## config.mk

```make
export PLATFORM = sky130hd
export DESIGN_NAME = way_age_lru
export DESIGN_NICKNAME = d
export VERILOG_FILES = /design/src/rtl/lru_age_pkg.sv /design/src/rtl/lru_victim_pick.sv /design/src/rtl/lru_row_update.sv /design/src/rtl/lru_age_store.sv /design/src/rtl/lru_cycle_accum.sv /design/src/rtl/way_age_lru.sv
export SDC_FILE = /design/constraint.sdc
export NUM_CORES = 1
export LEC_CHECK = 0
export ABC_AREA = 1
export BUFFER_PORTS_ARGS = -buffer_cell sky130_fd_sc_hd__clkbuf_2
export CAP_MARGIN = 10
export CORE_MARGIN = 2
export CORE_UTILIZATION = 50
export CTS_BUF_LIST = sky130_fd_sc_hd__clkbuf_16
export DETAILED_ROUTE_END_ITERATION = 16
export PLACE_DENSITY_LB_ADDON = 0.12
export SLEW_MARGIN = 40
export SYNTH_ARGS = -nofsm -noshare
export SYNTH_HDL_FRONTEND = slang
export SYNTH_SLANG_ARGS = --single-unit
```

## constraint.sdc

```tcl
create_clock -name clk -period 3 [get_ports clk]
set_clock_uncertainty 0.05 [all_clocks]
set_input_delay 0.15 -clock clk [delete_from_list [all_inputs] [get_ports clk]]
set_output_delay 0.15 -clock clk [all_outputs]
set_load 0.03 [all_outputs]
```

## src/rtl/lru_age_pkg.sv

```systemverilog
package lru_age_pkg;

  typedef enum logic [1:0] {
    ACC_NONE = 2'd0,
    ACC_HIT  = 2'd1,
    ACC_MISS = 2'd2
  } acc_kind_e;

endpackage

```

## src/rtl/lru_victim_pick.sv

```systemverilog
module lru_victim_pick #(
  parameter int NUM_WAYS = 4,
  parameter int CNT_W    = 2,
  parameter int WAY_W    = 2
) (
  input  logic                               clk,
  input  logic                               rst_n,
  input  logic [NUM_WAYS-1:0][CNT_W-1:0]     row_age,
  input  logic [NUM_WAYS-1:0]                way_en,
  output logic [WAY_W-1:0]                   victim
);

  logic [CNT_W-1:0] best_age;
  logic             found;

  // Ascending scan with strict less-than: the lowest way wins a tie.
  always_comb begin
    best_age = {CNT_W{1'b1}};
    found    = 1'b0;
    victim   = '0;
    for (int w = 0; w < NUM_WAYS; w++) begin
      if (way_en[w] && (!found || (row_age[w] < best_age))) begin
        found    = 1'b1;
        best_age = row_age[w];
        victim   = WAY_W'(w);
      end
    end
  end

  // an enabled way is picked whenever one exists
  assert_victim_enabled_R3: assert property (@(posedge clk) disable iff (!rst_n)
    (|way_en) |-> way_en[victim]);

  for (genvar g = 0; g < NUM_WAYS; g++) begin : g_min_chk
    // no enabled way is younger-valued than the victim
    assert_victim_min_R3: assert property (@(posedge clk) disable iff (!rst_n)
      way_en[g] |-> (row_age[g] >= row_age[victim]));
  end

endmodule

```

## src/rtl/lru_row_update.sv

```systemverilog
module lru_row_update
  import lru_age_pkg::*;
#(
  parameter int NUM_WAYS = 4,
  parameter int CNT_W    = 2,
  parameter int WAY_W    = 2,
  parameter int MAX_AGE  = 3
) (
  input  acc_kind_e                          kind,
  input  logic [WAY_W-1:0]                   sel_way,
  input  logic [NUM_WAYS-1:0]                way_en,
  input  logic [NUM_WAYS-1:0][CNT_W-1:0]     row_in,
  output logic [NUM_WAYS-1:0][CNT_W-1:0]     row_out
);

  localparam logic [CNT_W-1:0] TOP = CNT_W'(MAX_AGE);

  for (genvar g = 0; g < NUM_WAYS; g++) begin : g_way
    logic may_dec;
    logic is_sel;

    always_comb begin
      may_dec = (kind == ACC_HIT) || ((kind == ACC_MISS) && way_en[g]);
      is_sel  = (kind != ACC_NONE) && (sel_way == WAY_W'(g));
      if (is_sel) begin
        row_out[g] = TOP;
      end else if (may_dec && (row_in[g] != '0)) begin
        row_out[g] = row_in[g] - 1'b1;
      end else begin
        row_out[g] = row_in[g];
      end
    end
  end

endmodule

```

## src/rtl/lru_age_store.sv

```systemverilog
module lru_age_store #(
  parameter int NUM_SETS = 16,
  parameter int NUM_WAYS = 4,
  parameter int CNT_W    = 2,
  parameter int SET_W    = 4,
  parameter int MAX_AGE  = 3
) (
  input  logic                                          clk,
  input  logic                                          rst_n,
  input  logic                                          wr_en,
  input  logic [SET_W-1:0]                              wr_set,
  input  logic [NUM_WAYS-1:0][CNT_W-1:0]                wr_row,
  input  logic [SET_W-1:0]                              rd_set,
  output logic [NUM_WAYS-1:0][CNT_W-1:0]                rd_row,
  output logic [NUM_SETS-1:0][NUM_WAYS-1:0][CNT_W-1:0]  age_all
);

  for (genvar s = 0; s < NUM_SETS; s++) begin : g_set
    logic                           set_we;
    logic [NUM_WAYS-1:0][CNT_W-1:0] row_q;

    always_comb begin
      set_we = wr_en && (wr_set == SET_W'(s));
    end

    always_ff @(posedge clk or negedge rst_n) begin
      if (!rst_n) begin
        row_q <= '0;
      end else if (set_we) begin
        row_q <= wr_row;
      end
    end

    assign age_all[s] = row_q;

    for (genvar w = 0; w < NUM_WAYS; w++) begin : g_rng
      // a stored age never exceeds the top value
      assert_age_range_R8: assert property (@(posedge clk) disable iff (!rst_n)
        row_q[w] <= CNT_W'(MAX_AGE));
    end
  end

  assign rd_row = age_all[rd_set];

endmodule

```

## src/rtl/lru_cycle_accum.sv

```systemverilog
module lru_cycle_accum
  import lru_age_pkg::*;
#(
  parameter int CYC_W      = 32,
  parameter int HIT_DELAY  = 1,
  parameter int MISS_DELAY = 8
) (
  input  logic             clk,
  input  logic             rst_n,
  input  acc_kind_e        kind,
  output logic [CYC_W-1:0] cycle_count
);

  localparam logic [CYC_W-1:0] HIT_STEP  = CYC_W'(HIT_DELAY);
  localparam logic [CYC_W-1:0] MISS_STEP = CYC_W'(MISS_DELAY);

  logic [CYC_W-1:0] cyc_d;
  logic             cyc_en;

  always_comb begin
    cyc_en = (kind != ACC_NONE);
    cyc_d  = cycle_count + ((kind == ACC_HIT) ? HIT_STEP : MISS_STEP);
  end

  always_ff @(posedge clk or negedge rst_n) begin
    if (!rst_n) begin
      cycle_count <= '0;
    end else if (cyc_en) begin
      cycle_count <= cyc_d;
    end
  end

  // a hit costs exactly HIT_DELAY
  assert_hit_cost_R5: assert property (@(posedge clk) disable iff (!rst_n)
    (kind == ACC_HIT) |=> (cycle_count == $past(cycle_count) + HIT_STEP));

  // a miss costs exactly MISS_DELAY
  assert_miss_cost_R5: assert property (@(posedge clk) disable iff (!rst_n)
    (kind == ACC_MISS) |=> (cycle_count == $past(cycle_count) + MISS_STEP));

endmodule

```

## src/rtl/way_age_lru.sv

```systemverilog
module way_age_lru
  import lru_age_pkg::*;
#(
  parameter int NUM_WAYS     = 4,
  parameter int NUM_SETS     = 16,
  parameter int USAGE_STATES = 4,
  parameter int HIT_DELAY    = 1,
  parameter int MISS_DELAY   = 8,
  parameter int CYC_W        = 32,
  localparam int WAY_W       = (NUM_WAYS < 2) ? 1 : $clog2(NUM_WAYS),
  localparam int SET_W       = (NUM_SETS < 2) ? 1 : $clog2(NUM_SETS)
) (
  input  logic                clk,
  input  logic                rst_n,
  input  logic                cache_present,
  input  logic                cache_enable,
  input  logic                acc_valid,
  input  logic [SET_W-1:0]    acc_set,
  input  logic                acc_hit,
  input  logic [WAY_W-1:0]    acc_hit_way,
  input  logic [NUM_WAYS-1:0] way_enable,
  output logic [WAY_W-1:0]    victim_way,
  output logic                victim_valid,
  output logic [CYC_W-1:0]    cycle_count
);

  localparam int CNT_W   = (USAGE_STATES < 3) ? 1 : $clog2(USAGE_STATES);
  localparam int MAX_AGE = USAGE_STATES - 1;

  logic                                         active;
  acc_kind_e                                    kind;
  logic [WAY_W-1:0]                             sel_way;
  logic [NUM_WAYS-1:0][CNT_W-1:0]               cur_row;
  logic [NUM_WAYS-1:0][CNT_W-1:0]               new_row;
  logic [NUM_SETS-1:0][NUM_WAYS-1:0][CNT_W-1:0] age_all;

  always_comb begin
    active = cache_present && cache_enable && acc_valid;
    if (!active)      kind = ACC_NONE;
    else if (acc_hit) kind = ACC_HIT;
    else              kind = ACC_MISS;
    sel_way      = acc_hit ? acc_hit_way : victim_way;
    victim_valid = active && !acc_hit;
  end

  lru_age_store #(
    .NUM_SETS (NUM_SETS),
    .NUM_WAYS (NUM_WAYS),
    .CNT_W    (CNT_W),
    .SET_W    (SET_W),
    .MAX_AGE  (MAX_AGE)
  ) u_store (
    .clk     (clk),
    .rst_n   (rst_n),
    .wr_en   (active),
    .wr_set  (acc_set),
    .wr_row  (new_row),
    .rd_set  (acc_set),
    .rd_row  (cur_row),
    .age_all (age_all)
  );

  lru_victim_pick #(
    .NUM_WAYS (NUM_WAYS),
    .CNT_W    (CNT_W),
    .WAY_W    (WAY_W)
  ) u_pick (
    .clk     (clk),
    .rst_n   (rst_n),
    .row_age (cur_row),
    .way_en  (way_enable),
    .victim  (victim_way)
  );

  lru_row_update #(
    .NUM_WAYS (NUM_WAYS),
    .CNT_W    (CNT_W),
    .WAY_W    (WAY_W),
    .MAX_AGE  (MAX_AGE)
  ) u_update (
    .kind    (kind),
    .sel_way (sel_way),
    .way_en  (way_enable),
    .row_in  (cur_row),
    .row_out (new_row)
  );

  lru_cycle_accum #(
    .CYC_W      (CYC_W),
    .HIT_DELAY  (HIT_DELAY),
    .MISS_DELAY (MISS_DELAY)
  ) u_cyc (
    .clk         (clk),
    .rst_n       (rst_n),
    .kind        (kind),
    .cycle_count (cycle_count)
  );

  // a gated or idle cycle changes nothing
  assert_idle_hold_R1: assert property (@(posedge clk) disable iff (!rst_n)
    !active |=> ($stable(cycle_count) && $stable(age_all)));

  // the way that hit ends at the top age
  assert_hit_top_R2: assert property (@(posedge clk) disable iff (!rst_n)
    (active && acc_hit) |=>
      (age_all[$past(acc_set)][$past(acc_hit_way)] == CNT_W'(MAX_AGE)));

  // the refilled victim ends at the top age
  assert_miss_top_R4: assert property (@(posedge clk) disable iff (!rst_n)
    (active && !acc_hit) |=>
      (age_all[$past(acc_set)][$past(victim_way)] == CNT_W'(MAX_AGE)));

  for (genvar s = 0; s < NUM_SETS; s++) begin : g_iso
    // sets not addressed keep their ages
    assert_other_sets_R6: assert property (@(posedge clk) disable iff (!rst_n)
      (active && (acc_set != SET_W'(s))) |=> $stable(age_all[s]));
  end

endmodule

```

* Word-level counts from Yosys, hierarchy flattened
Index checks and enable logic that the tools add are counted.
** Word-level totals
- Register bits :: 160
- Bits of input ports :: 16
** Operators by class
- Add/subtract/negate cells :: 5
- $lt $le $gt $ge :: 4
- Eq/ne operators :: 20
- Muxes and demuxes :: 23
- Reductions and logical operators :: 52
** Operator list (count)
- $logic_and 1x1->1 :: 34
- $add 32x32->32 :: 1
- $bmux 8 s4 :: 1
- $eq 4x4->1 const B :: 8
- $mux 2 :: 16
- $eq 4x3->1 const B :: 4
- $reduce_bool 2->1 :: 5
- $eq 4x2->1 const B :: 2
- $mux 8 :: 1
- $sub 2x1->2 const B :: 4
- $logic_or 1x1->1 :: 7
- $eq 2x2->1 const B :: 3
- $lt 2x2->1 :: 3
- $lt 4x5->1 const B :: 1
- $eq 2x1->1 const B :: 2
- $eq 4x1->1 const B :: 1
- $logic_not 1->1 :: 4
- $logic_not 4->1 :: 1
- $mux 1 :: 4
- $mux 4 :: 1
- $logic_not 2->1 :: 1

* Longest topological paths before layout
Gate-level depths: netlist of the first run.
- Depth in word-level cells :: 19
- Gate-level depth with buffers :: 36
- Depth with buffers taken out :: 33

* Modules after synthesis
A second synthesis of the first run with hierarchy kept.
** Unflattened totals
- Cells, all modules :: 1212
- Area, all modules :: 8740.9 um^2
** Modules (own cells, without submodules)
- lru_age_store :: times used 1, cells each 837, area each 6241.0 um^2, sequential area each 3203.1 um^2
- lru_cycle_accum :: times used 1, cells each 254, area each 1900.6 um^2, sequential area each 800.8 um^2
- lru_row_update :: times used 1, cells each 66, area each 340.3 um^2, sequential area each 0.0 um^2
- lru_victim_pick :: times used 1, cells each 44, area each 214.0 um^2, sequential area each 0.0 um^2
- way_age_lru :: times used 1, cells each 11, area each 45.0 um^2, sequential area each 0.0 um^2

* Least setup slack after synthesis of the first run
Ideal clock, no wire load.
- Path type :: in2reg
- From :: input acc_set[1]
- To :: register u_store.g_set[14].row_q (netlist bit u_store.age_all[117])
- Data arrival time :: 3179 ps
- Path slack :: -294 ps
- Cell stages on the path :: 27
- Cells stage by stage :: buf_2 -> nor2_1 -> clkbuf_1 -> a22oi_1 -> nand2_1 -> nand2_1 -> nand4_1 -> ha_1 -> nand2_1 -> nand2_1 -> nand2_2 -> nand2_4 -> nand2_1 -> o21ai_0 -> ha_1 -> nand2_1 -> nand2_1 -> nand2_2 -> nand2_4 -> nand2_2 -> nand2_1 -> nand2_1 -> nand3_4 -> nand2_4 -> buf_6 -> nand2_1 -> nand2_1
** On the way
- Cells in the longest elaborated chain, start to end :: 19
- Elaborated cells between the ends (all ways) :: 31
** Ends and longest elaborated chain
- from (decl) :: line way_age_lru.sv:18 : input logic [SET_W-1:0] acc_set,
- $bmux 8 s4 * :: line lru_age_store.sv:43 : assign rd_row = age_all[rd_set];
- $mux 8 (implied by the code) * :: line lru_age_store.sv:43
- $mux 2 :: line lru_victim_pick.sv:22 : if (way_en[w] && (!found || (row_age[w] < best_age))) begin
- $lt 2x2->1 :: line lru_victim_pick.sv:22
- $logic_or 1x1->1 :: line lru_victim_pick.sv:22
- $logic_and 1x1->1 :: line lru_victim_pick.sv:22
- $mux 2 / $mux 1 (equally long branches) :: line lru_victim_pick.sv:22
- $lt 2x2->1 / $logic_not 1->1 (equally long branches) :: line lru_victim_pick.sv:22
- (+4 left out)
- $logic_or 1x1->1 :: line lru_victim_pick.sv:22
- $logic_and 1x1->1 :: line lru_victim_pick.sv:22
- $mux 2 * :: line lru_victim_pick.sv:22
- net victim_way[1] :: line way_age_lru.sv:22 : output logic [WAY_W-1:0] victim_way,
- $mux 2 * :: line way_age_lru.sv:42 : sel_way = acc_hit ? acc_hit_way : victim_way;
- $eq 2x2->1 * :: line lru_row_update.sv:24 : is_sel = (kind != ACC_NONE) && (sel_way == WAY_W'(g));
- $logic_and 1x1->1 * :: line lru_row_update.sv:24
- $mux 2 * :: line lru_row_update.sv:25 : if (is_sel) begin
- to (signal assigned) :: line lru_age_store.sv:30 : row_q <= wr_row;
- to (decl) :: line lru_age_store.sv:20 : logic [NUM_WAYS-1:0][CNT_W-1:0] row_q;
The timed path passes the listed nets; every way through them passes the cells marked *. The select of a mux whose other input is x is not followed.
A chain may end at the register's enable or synchronous reset.

* Worst setup path after layout of the first run
- From :: register u_store.g_set[7].row_q (netlist bit u_store.age_all[57])
- To :: register u_store.g_set[14].row_q (netlist bit u_store.age_all[112])
** On the way
- Cells in the longest elaborated chain, start to end :: 19
- Elaborated cells between the ends (all ways) :: 28
** Ends and longest elaborated chain (line)
- from (decl) :: lru_age_store.sv:20
- from (signal assigned) :: lru_age_store.sv:30
- $bmux 8 s4 * :: lru_age_store.sv:43
- $mux 8 (implied by the code) * :: lru_age_store.sv:43
- $mux 2 :: lru_victim_pick.sv:22
- $lt 2x2->1 :: lru_victim_pick.sv:22
- $logic_or 1x1->1 :: lru_victim_pick.sv:22
- $logic_and 1x1->1 :: lru_victim_pick.sv:22
- $mux 2 / $mux 1 (equally long branches) :: lru_victim_pick.sv:22
- $lt 2x2->1 / $logic_not 1->1 (equally long branches) :: lru_victim_pick.sv:22
- (+3 left out)
- $lt 2x2->1 / $logic_not 1->1 (equally long branches) :: lru_victim_pick.sv:22
- $logic_or 1x1->1 :: lru_victim_pick.sv:22
- $logic_and 1x1->1 :: lru_victim_pick.sv:22
- $mux 2 :: lru_victim_pick.sv:22
- $mux 2 :: way_age_lru.sv:42
- $logic_not 2->1 :: lru_row_update.sv:24
- $logic_and 1x1->1 :: lru_row_update.sv:24
- $mux 2 * :: lru_row_update.sv:25
Mark *: on every way between the ends. The rest lies on a longest branch, timed or not. The select of a mux whose other input is x is not followed.

==> metrics.md, run 1 <==
| Metric | Value |
|---|---|
| Stages on the worst setup path | 31 |
| Finished Cell Area | 11000 um^2 |
| CP top delay family | simple AND/OR/NAND/NOR gates |
| Fill cells | between 1000 and 1500 |
| CP Data Arrival Time | 3890 ps |
| Least-Margin Pin Slew | 903 ps |
| # rows | 46 |
| Initial antenna violation count | 0 |
| DRT Wirelength | 25.5 mm |
| Detailed Routing Iterations Pass 1 | 7 |
| Crit share post-route | 119% |
| Lkg Pwr | 6.04 nW |
| Register area share after synthesis | 48.8% |
| Area contributors post-synth | dfrtp_1 (49%), nand2_1 (27%), a22oi_1 (2.9%), inv_1 (2.7%), nor2_1 (2.4%) |
| Top FF cell, synth | dfrtp_1 |
| DRT iter0 DRCs | approximately 780 |
| CP max-delay cell | dfrtp_1 |
| Final Total Pwr | 5.34 mW |
| Clk buf depth | 2 |
| Critical path buffers and inverters | 1 |
| Worst R2R Path Depth | 31 |
| Layout cells sized above 1 | 30.9% |
| Worst setup path endpoint | u_store.age_all[112]$_DFFE_PN0P_ |
| Core Area | 15900 um^2 |
| Pre-CTS WS | -702 ps |
| Setup Viol. Count Final | 130 |
| Die Ht | between 100 and 150 um |
| Vias in the first global route | about 7300 |
| GRT met1 Usage | 41.0% |
| DR WL/cell | 17.2 um |
| Mapped Cells | 1063 |
| Hold slack | 209 ps |
| EDFF count, synth | 0 |
| Worst Hold Class | input port to flop |
| Clock Tree Root | clkbuf_16 |
| Crit-path most repeated cell | nand2_2 |
| CTS Buf Count | 17 |
| Area after DPL | 9650 um^2 |
| Worst R2R End | u_store.age_all[112]$_DFFE_PN0P_ |
| Via-per-instance ratio | 5.25 |
| Largest net degree at the start of global routing | between 70 and 80 |
| Critical Path End Type | flop |
| Remaining global-route overflow | 0 |
| Pwr Density | just under 500 nW/um^2 |
| ANT nets after route | 0 |
| Ys async rst share | between 90% and 100% |
| Initial Util | 51.5% |
| RSZ-0062 raised after global routing | yes |
| Most common cell in the synthesized netlist | nand2_1 |
| Buffers on Ports | 50 |
| Fmax | ~280 MHz |
| CP Class | flop to flop |
| Gr busiest metal | met2 |
| Yosys Warn Count | 0 |
| Maximum vdd ir drop | 0.423 mV |
| Flops & latches, synth | 160 |
| Top-area cell type share of the netlist area | 48.8% |
| H-Tree Depth | 4 |
| Critical path startpoint category | flop |
| Status | finished with violations |
| Failing checks | setup timing |
| DR vias | 7783 |
| Critical Path Source | u_store.age_all[57]$_DFFE_PN0P_ |
| Final Hold Viols | 0 |
| Skew-Pair Late Insertion Delay | 440 ps |
| Commonest cells post-synth | nand2_1 (597), dfrtp_1 (160), inv_1 (58), nor2_1 (52), a22oi_1 (32) |
| Ant. Diodes | 0 |
| Worst rel slew slack | 39.6% |
| Slew Limit Fails | 0 |
| Minimum clock period | around 3600 ps |
| Final worst slack | -574 ps |
| Area growth syn-to-layout | 34.2% |
| Area leader, netlist | dfrtp_1 |
| CTS tree | yes |
| GR Util met3 | 5.92% |
| Die area | 17500 um^2 |
| WP data required | 3320 ps |
| Gp weighted congestion | 0.916 |
| Clock-pin slew on the worst setup and hold paths | approximately 70 ps |
| NumNets Final | 1279 |
| Max_cap viols | 0 |
| Die X-Extent | 132 um |
| Post-synth cell types | 40 |
| Total track usage | 29.1% |
| Syn Nets | 1088 |
| Synthesized cell area | 8210 um^2 |
| CP max FO | 8 |
| Critical Path Max Stage Delay | 380 ps |
| Num ports | 51 |
| Dpl hpwl | roughly 16 mm |
| R2R Path Start | u_store.age_all[57]$_DFFE_PN0P_ |
| Syn avg cell area | 7.72 um^2 |
| Clk sink count | 160 |
| Reg2Reg Setup Slack | -570 ps |
| GRT met2 Usage | 46.2% |
| First-pass GRT wire length | approximately 40 mm |
| DRC Markers | 0 |
stage by stage:
stage                     std cells  util, %  TNS, ps
after CTS                      1469     66.0   -50900
after detailed placement       1424     60.5   -84310
after global routing           1483     69.1  -101420
after floorplan                1063        -    -9620
final                          1483     69.1   -60200
after global placement         1424     60.5   -73940
power by group:
part	leakage, nW	internal (mW)	switching [mW]
combinational	3.60	0.324	0.523
clock	0.281	1.22	0.921
sequential	2.16	2.26	0.0879
total	6.04	3.81	1.53
layout make-up:
type | instances | area (um^2) | share of cell area [%]
clock inverters | 15 | 144 | 1.31
clock buffers | 17 | 425 | 3.86
inverters | 65 | 253 | 2.29
well taps | 216 | 270 | 2.45
flip-flops and latches | 160 | 4010 | 36.4
repair buffers | 191 | 1520 | 13.8
multi-input cells | 819 | 4400 | 40.0
worst min path at each step:
stage                         start                               end  cells past startpoint
after global placement        rst_n   u_store.age_all[58]$_DFFE_PN0P_                      1
after detailed placement      rst_n   u_store.age_all[58]$_DFFE_PN0P_                      1
after global routing      acc_valid  u_cyc.cycle_count[3]$_DFFE_PN0P_                      4
final                     acc_valid  u_cyc.cycle_count[3]$_DFFE_PN0P_                      4
after floorplan               rst_n  u_cyc.cycle_count[0]$_DFFE_PN0P_                      0
after CTS                 acc_valid  u_cyc.cycle_count[3]$_DFFE_PN0P_                      4
sequential cells by signal, indices dropped and copies added, names as in the netlist:
| name | flops |
|---|---|
| u_store.age_all | 128 |
| u_cyc.cycle_count | 32 |
timing repair:
item,CTS,global route
setup endpoints to repair,132,137
endpoints found under the hold margin,71,0
setup buffers,7,14
gates cloned,5,0
pin swaps,14,43
hold buffers,1,0
gates resized for setup,45,98
tightest hold or removal path: cells and delay by family:
kind	cells	cell delay [ps]
buffers and inverters	2	310
AOI/OAI and AO/OA	1	110
and+or+nand+nor	1	70
layout by cell type (no fill, tap or decap), types with 4 or more instances in the layout:
cell type	count
a21oi_1	10
a22oi_1	32
buf_12	11
buf_4	119
buf_6	10
clkbuf_16	17
clkbuf_2	47
dfrtp_1	158
ha_1	6
inv_1	58
inv_2	6
nand2_1	512
nand2_2	84
nand2_4	12
nand2_8	10
nand3_1	6
nand3_2	9
nand3_4	7
nand4_1	4
nor2_1	41
nor2_2	10
nor2_4	7
o21ai_0	8
o21ai_2	4
xnor2_1	8
xor2_1	19
metal layers:
| layer | wire, um | up-vias | part of all wire [%] |
|---|---|---|---|
| met5 | 0 | - | 0 |
| met4 | 766 | 0 | 3.0 |
| met3 | 1700 | 65 | 6.7 |
| met2 | 12100 | 304 | 48 |
| met1 | 10800 | 3733 | 43 |
| li1 | - | 3681 | - |
kinds of logic (layout without fill, tap and decap cells):
kind of cell | after synthesis | in the layout | synth area share [%]
fa+ha+maj | 9 | 9 | 1.37
buf+inv | 89 | 288 | 5.52
compound gates | 64 | 64 | 5.43
flops | 160 | 160 | 48.8
xor+xnor | 30 | 30 | 3.20
simple gates | 711 | 716 | 35.7
Power figures use the tool's default switching activity.
==> inputs of run 2 (changes only) <==
- REMOVE_ABC_BUFFERS: default -> 1
- SKIP_LAST_GASP: default -> 1
==> metrics.md, run 2 (synthesis results as in run 1) <==
| Metric | Value |
|---|---|
| CP top delay family | simple AND/OR/NAND/NOR gates |
| Maximum vdd ir drop | 0.424 mV (+0.34%) |
| Detailed Routing Iterations Pass 1 | 5 (-2) |
| Clk buf depth | 2 (unchanged) |
| CP Data Arrival Time | 3830 ps (-60 ps) |
| Dpl hpwl | 15.1 mm (-6.2%) |
| Die area | 17500 um^2 (unchanged) |
| CP Class | flop to flop |
| Hold slack | 245 ps (+36.3 ps) |
| Commonest non-fill, non-tap cells in the layout | nand2_1 (534), dfrtp_1 (160), buf_4 (105) |
| Clock-pin slew on the worst setup and hold paths | 60 ps (about the same) |
| Area growth syn-to-layout | 30.4% |
| Lkg Pwr | 5.88 nW (-2.7%) |
| Num ports | 51 (unchanged) |
| Final worst slack | -506 ps (+67.1 ps) |
| CP max FO | 16 (+8) |
| Failing checks | setup timing |
| Sum Neg Setup Slack | -54440 ps (+5760 ps) |
| Critical path startpoint category | flop |
| Critical Path Max Stage Delay | 390 ps (about the same) |
| Gp weighted congestion | 0.879 (-4.0%) |
| Final Hold Viols | 0 (unchanged) |
| Die Ht | 132 um (unchanged) |
| # rows | 46 (unchanged) |
| CTS Buf Count | 17 (unchanged) |
| Via-per-instance ratio | 5.11 (-2.6%) |
| Remaining global-route overflow | 0 (unchanged) |
| Status | finished with violations |
| Fmax | 285 MHz (+1.9%) |
| Initial Util | 51.5% (unchanged) |
| Minimum clock period | 3510 ps (-67.1 ps) |
| Initial antenna violation count | 0 (unchanged) |
| Crit-path most repeated cell | nand2_1 |
| Largest net degree at the start of global routing | 83 (+11%) |
| Clock Tree Root | clkbuf_16 |
| Layout cells sized above 1 | 26.7% (-4.2 points) |
| Utilization after layout | 67.1% (-2.0 points) |
| Vias in the first global route | 7113 (-3.1%) |
| Skew-Pair Late Insertion Delay | 440 ps (about the same) |
| DR vias | 7470 (-4.0%) |
| Critical path buffers and inverters | 3 (+2) |
| DRC Markers | 0 (unchanged) |
| Max reg flops | 128 (unchanged) |
| Ant. Diodes | 0 (unchanged) |
| Clk sink count | 160 (unchanged) |
| CTS tree | yes |
| CP max-delay cell | dfrtp_1 |
| RSZ-0062 raised after global routing | yes |
| DRT iter0 DRCs | 488 (-37%) |
| DRT Wirelength | 23.9 mm (-6.1%) |
| Least-Margin Pin Slew | 1070 ps (+162 ps) |
| Setup Viol. Count Final | 130 (unchanged) |
| NumNets Final | 1257 (-1.7%) |
| WP data required | 3320 ps (about the same) |
| Total track usage | 27.1% (-2.0 points) |
| Crit share post-route | 117% (-2.2 points) |
| ANT nets after route | 0 (unchanged) |
| Buffers on Ports | 50 (unchanged) |
| Most common cell after layout, fill and taps aside | nand2_1 |
| First-pass GRT wire length | 37.3 mm (-5.8%) |
| Critical Path End Type | flop |
| DR WL/cell | 16.4 um (-4.6%) |
| Pwr Density | 507 nW/um^2 (+4.5%) |
| H-Tree Depth | 4 (unchanged) |
| Worst rel slew slack | 28.5% (-11 points) |
| Worst Hold Class | input port to flop |
| Slew Limit Fails | 0 (unchanged) |
| Core Area | 15900 um^2 (unchanged) |
| Die X-Extent | 132 um (unchanged) |
| Max_cap viols | 0 (unchanged) |
## run 2: report_power, final
part           internal, mW  switching (mW)  leakage, nW
Combinational         0.282           0.492         3.41
Clock                  1.39           0.913        0.306
Sequential             2.26          0.0840         2.16
## run 2: per-layer routing
layer	part of all wire [%]	track usage, %	wire length, um	vias to the layer above
li1	-	-	-	3631
met1	43	37.7	10300	3522
met2	46	41.9	11000	275
met3	8.3	6.31	1990	42
met4	2.4	9.54	572	0
met5	0	0	0	-
## run 2: final timing paths
kind,from,endpoint,slack (ps),depth (start not counted)
max in group asynchronous,rst_n,u_store.age_all[88]$_DFFE_PN0P_,1930,3
worst max-delay path,u_store.age_all[83]$_DFFE_PN0P_,u_store.age_all[123]$_DFFE_PN0P_,-510,30
worst max register to register,u_store.age_all[83]$_DFFE_PN0P_,u_store.age_all[123]$_DFFE_PN0P_,-510,30
min in group asynchronous,rst_n,u_store.age_all[30]$_DFFE_PN0P_,270,2
worst min-delay path,acc_hit,u_cyc.cycle_count[0]$_DFFE_PN0P_,250,6
worst min register to register,u_store.age_all[25]$_DFFE_PN0P_,u_store.age_all[25]$_DFFE_PN0P_,430,2
## run 2: layout make-up
type,instances,area (um^2)
clock buffer,17,425
timing repair buffer,170,1330
tap,216,270
multi-input combinational,818,4230
sequential,160,4000
inverter,65,249
fill,1375,5240
clock inverter,15,191
## run 2: worst min-delay path, cell delays in order
cell and delay (ps):
clkbuf_2 90, clkinv_1 50, nor2_1 50, ha_2 240
nand2_1 50, nand2_1 40
## run 2: timing repair
item	CTS	global route
pin swaps	15	37
buffers inserted	6	10
cloned	2	2
resized for setup	40	82
endpoints found under the setup margin	131	138
hold buffers	1	0
endpoints found under the hold margin	80	0
## run 2: stage by stage
step           worst slack (ps)  instance area, um^2  std cells  power, mW
4_1_cts                    -429                10300       1449       5.37
5_1_grt                    -697                10700       1461       5.62
3_5_place_dp               -658                 9420       1408       3.04
6_report                   -506                10700       1461       5.42
3_3_place_gp               -577                 9420       1408       3.04
2_1_floorplan              -279                 8010       1039       2.72
